[src/rtl/seqr_pkg.sv]
// Shared defaults and types for the step sequencer.
// Assumes: slot count is a power of two so the slot index wraps naturally.
package seqr_pkg;
    localparam int unsigned DEF_UNITS   = 8;
    localparam int unsigned DEF_SLOTS   = 4;
    localparam int unsigned DEF_LIMIT_W = 26;

    typedef enum logic [0:0] {
        SEQ_IDLE = 1'b0,
        SEQ_RUN  = 1'b1
    } seq_state_t;
endpackage

[src/rtl/seqr_sync_tracker.sv]
// Tracks which participating units of the running step still owe a
// completion strobe, and which must still drain their memory traffic.
// Assumes: load and clear are never high together; load wins over a
// completion strobe seen in the same cycle.
module seqr_sync_tracker #(
    parameter int unsigned N_UNITS = 8
) (
    input  logic               clk,
    input  logic               rst_n,
    input  logic               clear,
    input  logic               load,
    input  logic [N_UNITS-1:0] load_mask,
    input  logic [N_UNITS-1:0] unit_done,
    input  logic [N_UNITS-1:0] unit_idle,
    output logic [N_UNITS-1:0] act_mask,
    output logic               step_done
);
    logic [N_UNITS-1:0] waiting;
    logic [N_UNITS-1:0] draining;

    generate
        for (genvar u = 0; u < N_UNITS; u++) begin : g_unit
            logic pend_q;
            logic part_q;

            // Per-unit pending-strobe and participation flags.
            always_ff @(posedge clk) begin
                if (!rst_n || clear) begin
                    pend_q <= 1'b0;
                    part_q <= 1'b0;
                end else if (load) begin
                    pend_q <= load_mask[u];
                    part_q <= load_mask[u];
                end else if (unit_done[u]) begin
                    pend_q <= 1'b0;
                end
            end

            assign waiting[u]  = pend_q & ~unit_done[u];
            assign draining[u] = part_q & ~unit_idle[u];
            assign act_mask[u] = part_q;
        end
    endgenerate

    // Step may finish once no strobe is owed and no access is in flight.
    assign step_done = ~|waiting && ~|draining;
endmodule

[src/rtl/seqr_slot_walker.sv]
// Holds the current slot index and its position inside the loop, and
// computes the slot that follows it.
// Assumes: N_SLOTS is a power of two, len_m1 < N_SLOTS.
module seqr_slot_walker #(
    parameter int unsigned N_SLOTS = 4,
    localparam int unsigned SLOT_W = $clog2(N_SLOTS)
) (
    input  logic              clk,
    input  logic              rst_n,
    input  logic              launch,
    input  logic              advance,
    input  logic [SLOT_W-1:0] start_idx,
    input  logic [SLOT_W-1:0] len_m1,
    output logic [SLOT_W-1:0] cur_idx,
    output logic [SLOT_W-1:0] nxt_idx
);
    localparam logic [SLOT_W-1:0] LAST = SLOT_W'(N_SLOTS - 1);

    logic [SLOT_W-1:0] idx_q, pos_q, first_q, len_q;
    logic              wrap;

    // Loop end reached: next slot is the first one again.
    always_comb begin
        wrap = (pos_q == len_q);
        if (wrap)
            nxt_idx = first_q;
        else if (idx_q == LAST)
            nxt_idx = '0;
        else
            nxt_idx = idx_q + SLOT_W'(1);
    end

    // Latch loop shape at launch, step through it on each advance.
    always_ff @(posedge clk) begin
        if (!rst_n) begin
            idx_q   <= '0;
            pos_q   <= '0;
            first_q <= '0;
            len_q   <= '0;
        end else if (launch) begin
            idx_q   <= start_idx;
            pos_q   <= '0;
            first_q <= start_idx;
            len_q   <= len_m1;
        end else if (advance) begin
            idx_q <= nxt_idx;
            pos_q <= wrap ? '0 : pos_q + SLOT_W'(1);
        end
    end

    assign cur_idx = idx_q;
endmodule

[src/rtl/seqr_step_counter.sv]
// Counts finished steps of a run and flags the step that reaches the limit.
// Assumes: the limit is captured at launch and is nonzero for a real run.
module seqr_step_counter #(
    parameter int unsigned LIMIT_W = 26
) (
    input  logic               clk,
    input  logic               rst_n,
    input  logic               launch,
    input  logic               advance,
    input  logic [LIMIT_W-1:0] limit,
    output logic               at_last
);
    logic [LIMIT_W-1:0] cnt_q;
    logic [LIMIT_W-1:0] limit_q;
    logic [LIMIT_W:0]   cnt_inc;

    // Finished-step count, one bit wider so the top value compares cleanly.
    assign cnt_inc = {1'b0, cnt_q} + {{LIMIT_W{1'b0}}, 1'b1};
    assign at_last = (cnt_inc == {1'b0, limit_q});

    // Clear and capture the limit at launch, count on every finished step.
    always_ff @(posedge clk) begin
        if (!rst_n) begin
            cnt_q   <= '0;
            limit_q <= '0;
        end else if (launch) begin
            cnt_q   <= '0;
            limit_q <= limit;
        end else if (advance) begin
            cnt_q <= cnt_inc[LIMIT_W-1:0];
        end
    end
endmodule

[src/rtl/seqr_top.sv]
// Step sequencer top: launches a looped run of steps over the slot masks,
// strobes the units, waits for strobes and drain, raises interrupts.
// Assumes: all inputs are synchronous to clk; abort wins over completion.
module seqr_top
    import seqr_pkg::*;
#(
    parameter int unsigned N_UNITS = DEF_UNITS,
    parameter int unsigned N_SLOTS = DEF_SLOTS,
    parameter int unsigned LIMIT_W = DEF_LIMIT_W,
    localparam int unsigned SLOT_W = $clog2(N_SLOTS)
) (
    input  logic                       clk,
    input  logic                       rst_n,
    input  logic                       enable,
    input  logic [SLOT_W-1:0]          start_step,
    input  logic [SLOT_W-1:0]          seq_len_m1,
    input  logic [LIMIT_W-1:0]         step_limit,
    input  logic [N_SLOTS*N_UNITS-1:0] slot_masks,
    input  logic [N_UNITS-1:0]         unit_done,
    input  logic [N_UNITS-1:0]         unit_idle,
    output logic [N_UNITS-1:0]         unit_start,
    output logic [N_SLOTS-1:0]         step_irq,
    output logic                       done_irq,
    output logic                       busy,
    output logic [SLOT_W-1:0]          cur_step
);
    seq_state_t         state_q, state_d;
    logic               en_q;
    logic [N_UNITS-1:0] mask_arr [N_SLOTS];
    logic [N_UNITS-1:0] act_mask, load_mask;
    logic [SLOT_W-1:0]  cur_idx, nxt_idx, load_sel;
    logic [N_SLOTS-1:0] cur_onehot;
    logic               step_done, at_last;
    logic               launch_req, limit_zero, launch, abort;
    logic               complete, finish, advance, load, clear;
    logic [N_UNITS-1:0] start_q;
    logic [N_SLOTS-1:0] sirq_q;
    logic               done_q;

    generate
        for (genvar g = 0; g < N_SLOTS; g++) begin : g_slot
            assign mask_arr[g] = slot_masks[g*N_UNITS +: N_UNITS];
        end
    endgenerate

    // Run control: launch, abort, step completion and final step.
    always_comb begin
        launch_req = (state_q == SEQ_IDLE) && enable && !en_q;
        limit_zero = (step_limit == '0);
        launch     = launch_req && !limit_zero;
        abort      = (state_q == SEQ_RUN) && !enable;
        complete   = (state_q == SEQ_RUN) && enable && step_done;
        finish     = complete && at_last;
        advance    = complete && !at_last;
        load       = launch || advance;
        clear      = abort || finish;
        load_sel   = launch ? start_step : nxt_idx;
        load_mask  = mask_arr[load_sel];
    end

    // Next run state.
    always_comb begin
        state_d = state_q;
        if (launch)
            state_d = SEQ_RUN;
        else if (clear)
            state_d = SEQ_IDLE;
    end

    // One-hot form of the running slot for the step interrupt.
    always_comb begin
        cur_onehot          = '0;
        cur_onehot[cur_idx] = 1'b1;
    end

    // State, enable history and registered strobes / interrupts.
    always_ff @(posedge clk) begin
        if (!rst_n) begin
            state_q <= SEQ_IDLE;
            en_q    <= 1'b0;
            start_q <= '0;
            sirq_q  <= '0;
            done_q  <= 1'b0;
        end else begin
            state_q <= state_d;
            en_q    <= enable;
            start_q <= load ? load_mask : '0;
            sirq_q  <= complete ? cur_onehot : '0;
            done_q  <= finish || (launch_req && limit_zero);
        end
    end

    seqr_sync_tracker #(.N_UNITS(N_UNITS)) u_track (
        .clk       (clk),
        .rst_n     (rst_n),
        .clear     (clear),
        .load      (load),
        .load_mask (load_mask),
        .unit_done (unit_done),
        .unit_idle (unit_idle),
        .act_mask  (act_mask),
        .step_done (step_done)
    );

    seqr_slot_walker #(.N_SLOTS(N_SLOTS)) u_walk (
        .clk       (clk),
        .rst_n     (rst_n),
        .launch    (launch),
        .advance   (advance),
        .start_idx (start_step),
        .len_m1    (seq_len_m1),
        .cur_idx   (cur_idx),
        .nxt_idx   (nxt_idx)
    );

    seqr_step_counter #(.LIMIT_W(LIMIT_W)) u_count (
        .clk     (clk),
        .rst_n   (rst_n),
        .launch  (launch),
        .advance (complete),
        .limit   (step_limit),
        .at_last (at_last)
    );

    assign unit_start = start_q;
    assign step_irq   = sirq_q;
    assign done_irq   = done_q;
    assign busy       = (state_q == SEQ_RUN);
    assign cur_step   = cur_idx;
endmodule

[config.mk]
export PLATFORM = sky130hd
export DESIGN_NAME = seqr_top
export DESIGN_NICKNAME = d
export VERILOG_FILES = /design/src/rtl/seqr_pkg.sv /design/src/rtl/seqr_sync_tracker.sv /design/src/rtl/seqr_slot_walker.sv /design/src/rtl/seqr_step_counter.sv /design/src/rtl/seqr_top.sv
export SDC_FILE = /design/constraint.sdc
export NUM_CORES = 1
export LEC_CHECK = 0
export CORE_MARGIN = 2
export CORE_UTILIZATION = 55
export CTS_CLUSTER_DIAMETER = 200
export DETAILED_ROUTE_END_ITERATION = 10
export DONT_BUFFER_PORTS = 1
export GPL_TIMING_DRIVEN = 0
export PLACE_DENSITY = 0.7
export SYNTH_ARGS = -nofsm -noshare
export SYNTH_HDL_FRONTEND = slang
export SYNTH_SLANG_ARGS = --single-unit
export TNS_END_PERCENT = 5
[constraint.sdc]
create_clock -name clk -period 5.4 [get_ports clk]
set_clock_uncertainty 0.1 [all_clocks]
set_input_delay 0 -clock clk [delete_from_list [all_inputs] [get_ports clk]]
set_output_delay 0 -clock clk [all_outputs]
set_load 0.005 [all_outputs]
# Word level (Yosys, flattened, before mapping)
# Index checks and enable logic that the tools add are counted.
# totals
elab_cells,138
reg_bits,91
in_bits,81
output_inout_bits,16
# op_classes
reduce_logical,38
order_cmp,3
muxes,29
addsub,3
bitwise_logic,35
eq_ne,3
# op_table
cell,n
"adder 26 x 1 -> 27 bit, second input constant",1
== test 27 x 26 -> 1 bit,1
logical NOT 26 bit,1
nonzero test 2 bit,10
2-to-1 mux 1 bit,19
NOT 1 bit,18
AND 1 bit,16
binary-select mux 8 bit (select 2 bit),1
2-to-1 mux 8 bit,2
OR reduction 8 bit,2
2-to-1 mux 2 bit,6
logical AND 1 bit,11
logical NOT 1 bit,7
"adder 2 x 1 -> 2 bit, second input constant",2
logical OR 1 bit,4
AND reduction 2 bit,2
"greater-or-equal comparator 3 bit, second input constant",1
"less-than comparator 2 x 3 -> 1 bit, second input constant",1
NOT 2 -> 3 bit,1
demux 1 bit (select 2 bit),1
== test 2 bit,1
"== test 2 bit, second input constant",1
"greater-or-equal comparator 2 x 1 -> 1 bit, second input constant",1
OR reduction 2 bit,1

# Depth between registers and ports, before layout
# Gate-level depths: netlist of run 1.
# logic_depth
ltp_word,10
mapped_depth,12
mapped_depth_nobuf,9

# Hierarchy
# Synthesis of run 1 repeated with hierarchy kept, for this count alone.
# hier_totals
cells_unflattened,567
area_unflattened_um2,5087.4
# by_module_without_submodules
mod,area_per_inst_um2,seq_area_each_um2,cells_per_inst,instances
seqr_step_counter,2979.1,1041.0,341,1
seqr_top,922.1,300.3,96,1
seqr_sync_tracker,780.7,320.3,89,1
seqr_slot_walker,405.4,160.2,41,1

# Least setup slack after synthesis of run 1
# OpenSTA, ideal clock, no wires.
# synth_path
path_kind,register to register
start,reg u_count.cnt_q[0]
end,reg u_track.g_unit[1].pend_q
setup_ps,120
t_arrival_ps,3012
slack_ps,2167
path_stages_with_launch,12
period_less_slack_ps,3233
cell_sequence,dfxtp_1 ha_1 and2_1 nand4_1 nor4_1 xnor2_1 or4_1 or4_1 buf_2 a21oi_4 buf_6 o22ai_2
# synth_via
elab_chain_len,6
elab_cells_between_ends,10
classes_between,1 x add/sub; 1 x eq/ne; 1 x mux; 7 x reduce/logical
# synth_rtl
element,line_no,rtl
"start, declared",seqr_step_counter.sv:13,logic [LIMIT_W-1:0] cnt_q;
"start signal, assigned",seqr_step_counter.sv:30,cnt_q <= cnt_inc[LIMIT_W-1:0];
adder 26 x 1 -> 27 bit (*),seqr_step_counter.sv:18,"assign cnt_inc = {1'b0, cnt_q} + {{LIMIT_W{1'b0}}, 1'b1};"
== test 27 x 26 -> 1 bit (*),seqr_step_counter.sv:19,"assign at_last = (cnt_inc == {1'b0, limit_q});"
logical NOT 1 bit,seqr_top.sv:54,advance = complete && !at_last;
logical AND 1 bit,seqr_top.sv:54,
logical OR 1 bit,seqr_top.sv:55,load = launch || advance;
2-to-1 mux 1 bit or nonzero test 2 bit (tied branches),--,
"end signal, assigned",seqr_sync_tracker.sv:32,pend_q <= load_mask[u];
"end, declared",seqr_sync_tracker.sv:23,logic pend_q;
# Every way passes the cells marked *; elsewhere a longest branch is shown, timed or not.
# A chain may end at the register's enable or synchronous reset.

# Worst setup path in the final report of run 1
# layout_path
start,reg u_count.cnt_q[6]
end,reg u_track.g_unit[6].pend_q
# layout_via
elab_chain_len,6
elab_cells_between_ends,10
classes_between,1 x add/sub; 1 x eq/ne; 1 x mux; 7 x reduce/logical
# layout_rtl
element,line_no
adder 26 x 1 -> 27 bit (*),seqr_step_counter.sv:18
== test 27 x 26 -> 1 bit (*),seqr_step_counter.sv:19
logical NOT 1 bit,seqr_top.sv:54
logical AND 1 bit,seqr_top.sv:54
logical OR 1 bit,seqr_top.sv:55
2-to-1 mux 1 bit or nonzero test 2 bit (tied branches),--
"end signal, assigned",seqr_sync_tracker.sv:32
"end, declared",seqr_sync_tracker.sv:23
# Marks and branches as above.

==> reports/metrics.cfg, run 1 <==
[timing]
setup_tns_ns=0
setup_viol=0
slew_headroom_pct=26.5
worst_slew_pin_slew_ns=1.09
slew_viol_final=0
rsz0062_at_grt=false
fin_ws_ns=0.814
hold_viol=0
period_minus_slack_ns=4.59
fmax_mhz=218
fin_crit_sh_pct=84.9

[layout]
syn_to_final_growth_pct=18.6
seqCellArea_sq_um=1820
mostFrequentLayoutCell=nand2_1
drive_above_1_share_pct=7.09
fin_nets=758
antenna_cells=0
fillers=727
most-common-layout-cells=114 x nand2_1, 91 x dfxtp_1, 60 x dlygate4sd3_1
design_area_sq_um=5890
multi_input_area_sq_um=2940
post-route-util_pct=67.5

[worst_setup_path]
endpoint=u_track.g_unit[6].pend_q
critPathKind=reg -> reg
rr_endpoint=u_track.g_unit[6].pend_q
critical_path.max_fanout=10
r2r_slack_ns=0.81
start_kind=flip-flop
startpoint=u_count.cnt_q[6]
cp.arrival_ns=4.73
required_ns=5.55
cp-end-kind=flip-flop
ff2ff_path_depth=13
reg2reg_from=u_count.cnt_q[6]

[clock_network]
cts-root-buf=clkbuf_8
htree_levels=3
clock_path_buffers=2
ctsResizeCount=0
clock_sink_count=91
cts-hold-fix-buffers=60
clock_latency_ns=0.36
cts_inserted_buffers=9
cts_tree=built
clkTransAtPathRegs_ns=0.10
cts_setup_buffers=0

[placed_design]
gp_congestion=0.953
io_buffers=0
placed_area_sq_um=5100
hpwl_microns=10200
post-place-ws_ns=1.50

[yosys]
ys.flop_type=dfxtp_1
ys_seq_elements=91
ys_seq_area_share_pct=36.7
syn-num-nets=687
yosys_warnings=0
syn_inst=601
synthArstFlopShare_pct=0
synth_area_sq_um=4970
synth_area_per_cell_sq_um=8.26
yosysUniqueCellTypes=61
synth_edf_count=0

[floorplanning]
start_util_pct=57.0
die_h_microns=99.0
dieArea_sq_um=9810
rows=34
io_pins=97
core_region_area_sq_um=8720
die_x_microns=99.0

[route]
drc=0
wirelength_microns=14300
vias=4716
drt_first_pass_iters=5
avgViaCountPerCell=6.01
initialDrtViolationCount=323
ant_nets=0
wire_per_inst_microns=18.3

[run_status]
status=finished clean

[grt]
grt_pass1_vias=4541
use_met1_pct=40.9
grt_pass1_wl_microns=23000
met2_usage_pct=46.2
top_usage_layer=met2
antenna_found_initial=0
track_usage_pct=29.5
use_met3_pct=6.95
grt_overflow=0
grt_max_degree=17

[pwr]
p_seq_share_pct=51.0
pwr-share-comb_pct=17.0
p_sw_share_pct=29.2
leakage_nw=2.04
ir_drop_uv=177
p_clk_share_pct=32.0
power.density_nw_per_um2=242
p_switching_w=0.000416
p_int_w=0.00101
p_total_w=0.00143

[min_path]
hold_path.class=in -> reg

[run]
maxCapViolCount=0

## flip-flops by register name, indices dropped and copies added, names as in the netlist, 4 cells and up
signal and count:
u_count.cnt_q 26, u_track.g_unit.part_q 8, u_count.limit_q 26, u_track.g_unit.pend_q 8, unit_start 8, step_irq 4
## area by class of cell
type / count / share of cell area, %
Clock buffer: 11 / 2.40
Timing Repair Buffer: 60 / 10.2
Buffer: 34 / 2.59
Multi-Input combinational cell: 462 / 49.9
Tap cell: 108 / 2.29
Inverter: 14 / 0.892
Clock inverter: 5 / 0.765
Sequential cell: 91 / 30.9
## synthesized netlist by cell type (all sizes together), types with 2 or more instances
library cell | number | area (sq um)
mux2i | 2 | 20.0
nor4 | 17 | 113
nand4 | 14 | 103
dfxtp | 91 | 1820
nand3 | 18 | 90.1
a41oi | 2 | 17.5
a21oi | 8 | 51.3
inv | 14 | 52.6
xnor2 | 37 | 324
xor2 | 20 | 175
o21ai | 27 | 139
nor3 | 7 | 35.0
a21boi | 32 | 240
clkbuf | 22 | 82.6
and2 | 13 | 81.3
o22ai | 5 | 37.5
or3 | 8 | 55.1
or4 | 9 | 67.6
a31o | 2 | 17.5
ha | 5 | 62.6
nor4bb | 2 | 20.0
o211ai | 3 | 22.5
mux4 | 8 | 180
and4 | 6 | 52.6
o31ai | 4 | 30.0
and3 | 4 | 25.0
nand2 | 114 | 428
buf | 12 | 70.1
mux2 | 4 | 45.0
nor2 | 50 | 188
a31oi | 6 | 37.5
nor2b | 8 | 50.1
a2111o | 2 | 22.5
or2 | 3 | 18.8
nand2b | 6 | 37.5
## stage by stage
stage / hold slack, ns / instances
2_1_floorplan: 0.0217 / 601
3_3_place_gp: 0.0235 / 709
3_5_place_dp: 0.0249 / 709
4_1_cts: 0.00287 / 785
5_1_grt: 0.00391 / 785
6_report: 0.0196 / 785
## critical path, cell delays in order, from the launching register on
cell and delay (ns):
dfxtp_1 0.32, buf_2 0.21, nand4_1 0.19, or2_2 0.32, clkbuf_1 0.18, a2111oi_0 0.73, o22ai_1 0.14, or4_1 0.46
or4_1 0.56, buf_2 0.20, a21oi_4 0.25, buf_6 0.18, o21ai_1 0.07, dlygate4sd3_1 0.56
## cells by family after synthesis
family          share of synthesized area, %
buf+inv                                 4.13
mux                                     4.94
simple gates                            28.5
flops                                   36.7
compound gates                          13.9
xor+xnor                                10.5
fa+ha+maj                               1.26
## metal layers
metal | vias up | wire, microns | share of wire, %
li1 | 2238 | - | -
met1 | 2228 | 6190 | 43
met2 | 211 | 6600 | 46
met3 | 39 | 1160 | 8.1
met4 | 0 | 370 | 2.6
met5 | - | 0 | 0
## worst min-delay path by stage
stage	startpoint	to	slack, ns	cells past startpoint
final	rst_n	u_count.cnt_q[21]	0.02	2
after global routing	rst_n	u_count.cnt_q[21]	0.004	2
after CTS	rst_n	u_count.cnt_q[21]	0.003	2
after detailed placement	enable	en_q	0.02	1
after global placement	enable	en_q	0.02	1
after floorplan	enable	en_q	0.02	1
## power by group through the flow
stage	clock (W)	combinational, W	sequential (W)
floorplan	0	0.000146	0.000733
global placement	0	0.000183	0.000740
detailed placement	0	0.000187	0.000742
CTS	0.000452	0.000236	0.000726
global route	0.000482	0.000264	0.000730
finish	0.000457	0.000243	0.000727
(Power assumes the default switching activity.)
==> run 2, diff against run 1 <==
ABC_AREA = 1   (was default)
PLACE_DENSITY = 0.73   (was 0.7)
clock period = 4.07 ns   (was 5.4 ns; I/O delays follow)
==> run 2 against run 1 <==
Final area up 6.3%; non-clock buffer count up 14; combinational power up 88%; sequential power up 37%; register-to-register slack worse by 0.33 ns; worst setup slack worse by 0.62 ns; wire length up 13%; highest routed layer unchanged.
==> reports/metrics.cfg, run 2 <==
[run_status]
status=finished clean

[worst_setup_path]
start_kind=input port
cp.arrival_ns=4.06  ; -0.67 ns
cp_slowest_cell=dlygate4sd3_1
critical_path.max_fanout=10  ; unchanged
ff2ff_path_depth=13  ; unchanged
reg2reg_from=u_walk.pos_q[0]
cp-end-kind=flip-flop
rr_endpoint=u_track.g_unit[0].pend_q
startpoint=step_limit[4]
r2r_slack_ns=0.48  ; -0.33 ns
endpoint=u_track.g_unit[0].pend_q
max_stage_delay_ns=0.57  ; -0.16 ns
cp_cell_sequence=dlygate4sd3_1 > nor4_1 > nand2_1 > nor2_2 > nand2_1 > nand2_1 > buf_2 > nand2_2 > nand2_1 > buf_2 > nand2_1 > nand3_1 > o21ai_0 > dlygate4sd3_1 > nand2_1 > a21oi_1 > dlygate4sd3_1
critical_path.most_common_cell=nand2_1
critPathKind=in -> reg
required_ns=4.25  ; -1.30 ns

[pwr]
ir_drop_uv=273  ; +54%
p_sw_share_pct=33.5  ; +4.3 points
p_seq_share_pct=47.5  ; -3.5 points
leakage_nw=2.63  ; +29%
p_int_w=0.00139  ; +38%
pwr-share-comb_pct=21.9  ; +4.9 points
p_switching_w=0.000700  ; +68%
power.density_nw_per_um2=334  ; +38%
p_total_w=0.00209  ; +47%
p_clk_share_pct=30.6  ; -1.4 points

[placed_design]
io_buffers=0  ; unchanged
post-place-ws_ns=1.18  ; -0.320 ns
gp_congestion=0.909  ; -4.7%
hpwl_microns=10800  ; +6.3%

[layout]
fin_nets=963  ; +27%
most-common-layout-cells=183 x nand2_1, 104 x nor2_1, 99 x inv_1
drive_above_1_share_pct=5.78  ; -1.3 points
syn_to_final_growth_pct=23.5
reg_top3=u_count.cnt_q x26, u_count.limit_q x26
mostFrequentLayoutCell=nand2_1

[grt]
track_usage_pct=32.6  ; +3.1 points
grt_overflow=0  ; unchanged
grt_pass1_vias=5577  ; +23%
grt_pass1_wl_microns=25900  ; +12%
antenna_found_initial=0  ; unchanged
grt_max_degree=20  ; +3

[yosys]
ys.flop_type=dfxtp_1
yosys_warnings=0  ; unchanged
syn-num-nets=869  ; +26%
synthArstFlopShare_pct=0  ; unchanged
synth.top_cell.area_share_pct=35.9  ; -0.76 points
synth_edf_count=0  ; unchanged
synth.top_cells.by_area=dfxtp_1 36%, nand2_1 14%, nor2_1 7.8%
ys_seq_area_share_pct=35.9  ; -0.76 points
synth_area_per_cell_sq_um=6.48  ; -22%
synth_common_cells=183 x nand2_1, 105 x nor2_1, 99 x inv_1, 91 x dfxtp_1, 72 x nand3_1
yosysTopAreaCell=dfxtp_1
yosysMostFrequentCell=nand2_1
synth_area_sq_um=5070  ; +2.1%
yosysUniqueCellTypes=36  ; -41%
syn_inst=783  ; +30%
ys_seq_elements=91  ; unchanged

[route]
vias=5631  ; +19%
drt_first_pass_iters=5  ; unchanged
wire_per_inst_microns=16.3  ; -11%
wirelength_microns=16200  ; +13%
initialDrtViolationCount=318  ; -1.5%
avgViaCountPerCell=5.66  ; -5.7%
drc=0  ; unchanged
ant_nets=0  ; unchanged

[floorplanning]
rows=35  ; +2.9%
core_region_area_sq_um=9110  ; +4.4%
die_x_microns=100  ; +1.0%
start_util_pct=55.7  ; -1.3 points
io_pins=97  ; unchanged
dieArea_sq_um=10000  ; +2.0%
die_h_microns=100  ; +1.0%

[timing]
fin_ws_ns=0.193  ; -0.622 ns
fmax_mhz=258
slew_viol_final=0  ; unchanged
slew_headroom_pct=56.1  ; +30 points
setup_tns_ns=0  ; unchanged
worst_slew_pin_slew_ns=0.658  ; -0.434 ns
rsz0062_at_grt=false
period_minus_slack_ns=3.88
hold_viol=0  ; unchanged
fin_crit_sh_pct=95.3
setup_viol=0  ; unchanged

[clock_network]
clock_path_buffers=2  ; unchanged
clkTransAtPathRegs_ns=0.11  ; about the same
clock_latency_ns=0.38  ; +0.02 ns
cts_tree=built
cts-root-buf=clkbuf_8
clock_sink_count=91  ; unchanged
cts_inserted_buffers=9  ; unchanged
htree_levels=3  ; unchanged
cts_setup_buffers=0  ; unchanged

[min_path]
worstHoldPathCells=3  ; +1
hold_path.class=in -> reg

[run]
maxCapViolCount=0  ; unchanged

[run 2: cell types whose count changed after synthesis, moves of 11 or more]
| cell | change |
|---|---|
| xor2_1 | -15 |
| a21oi_1 | +53 |
| inv_1 | +85 |
| nand2_1 | +69 |
| and2_1 | -11 |
| xnor2_1 | -34 |
| nand3_1 | +54 |
| nand3b_1 | +14 |
| a21boi_0 | -32 |
| o21ai_0 | +40 |
| nor2_1 | +55 |
| nor4_1 | -11 |
[run 2: worst min-delay path by stage]
stage                              from  slack (ns)            endpoint
after floorplan                  enable      -0.007                en_q
after global placement           enable      -0.004                en_q
after detailed placement         enable        0.01                en_q
after CTS                 slot_masks[9]       0.002       unit_start[1]
after global routing              rst_n        0.06  u_count.limit_q[3]
final                             rst_n        0.03  u_count.limit_q[3]
[run 2: power groups by stage]
stage	Clock, W	Sequential, W	Combinational, W
final	0.000640	0.000994	0.000458
after global routing	0.000668	0.00100	0.000503
after detailed placement	0	0.00101	0.000343
after CTS	0.000637	0.000992	0.000436
after floorplan	0	0.00100	0.000260
after global placement	0	0.00101	0.000332
[run 2: critical path, delay by kind of cell]
kind                   cells  cell delay (ns)
AOI/OAI and AO/OA          2             0.20
buffers and inverters      5             2.23
and+or+nand+nor           10             1.63
[run 2: final cells by class]
type,count,area [sq um]
flip-flops and latches,91,1820
inverters,100,375
well taps,111,139
diodes,1,2.50
plain buffers,25,134
clock inverters,7,78.8
multi-input cells,567,2760
repair buffers,83,831
fillers,728,2850
clock buffers,9,124
[run 2: cells by family after synthesis]
logic type	share of synthesized area [%]
AND/OR/NAND/NOR	37.0
AO/OA/AOI/OAI	13.9
buffers and inverters	10.0
flip-flops	35.9
XOR/XNOR	1.83
adder cells (fa/ha/maj)	1.23
[run 2: per-layer routing]
layer	wire length (microns)	part of all wire, %	track usage [%]	vias up
met3	1020	6.3	6.27	60
met4	656	4.0	16.0	0
met2	8290	51	59.4	233
met1	6250	39	36.4	2623
met5	0	0	0	-
li1	-	-	-	2715
[run 2: what timing repair did]
item,in CTS,in global routing
hold buffers,83,0
hold endpoints to repair,59,0
setup endpoints to repair,0,6
resized for setup,0,3
[run 2: per-stage QoR]
step	std cells	utilization, %	hold slack (ns)	area (sq um)
after CTS	993	68.6	0.00228	6240
after floorplan	783	-	-0.00655	5070
final	994	68.8	0.0314	6260
after detailed placement	894	57.2	0.0129	5210
after global routing	993	68.7	0.0559	6260
after global placement	894	57.2	-0.00399	5210
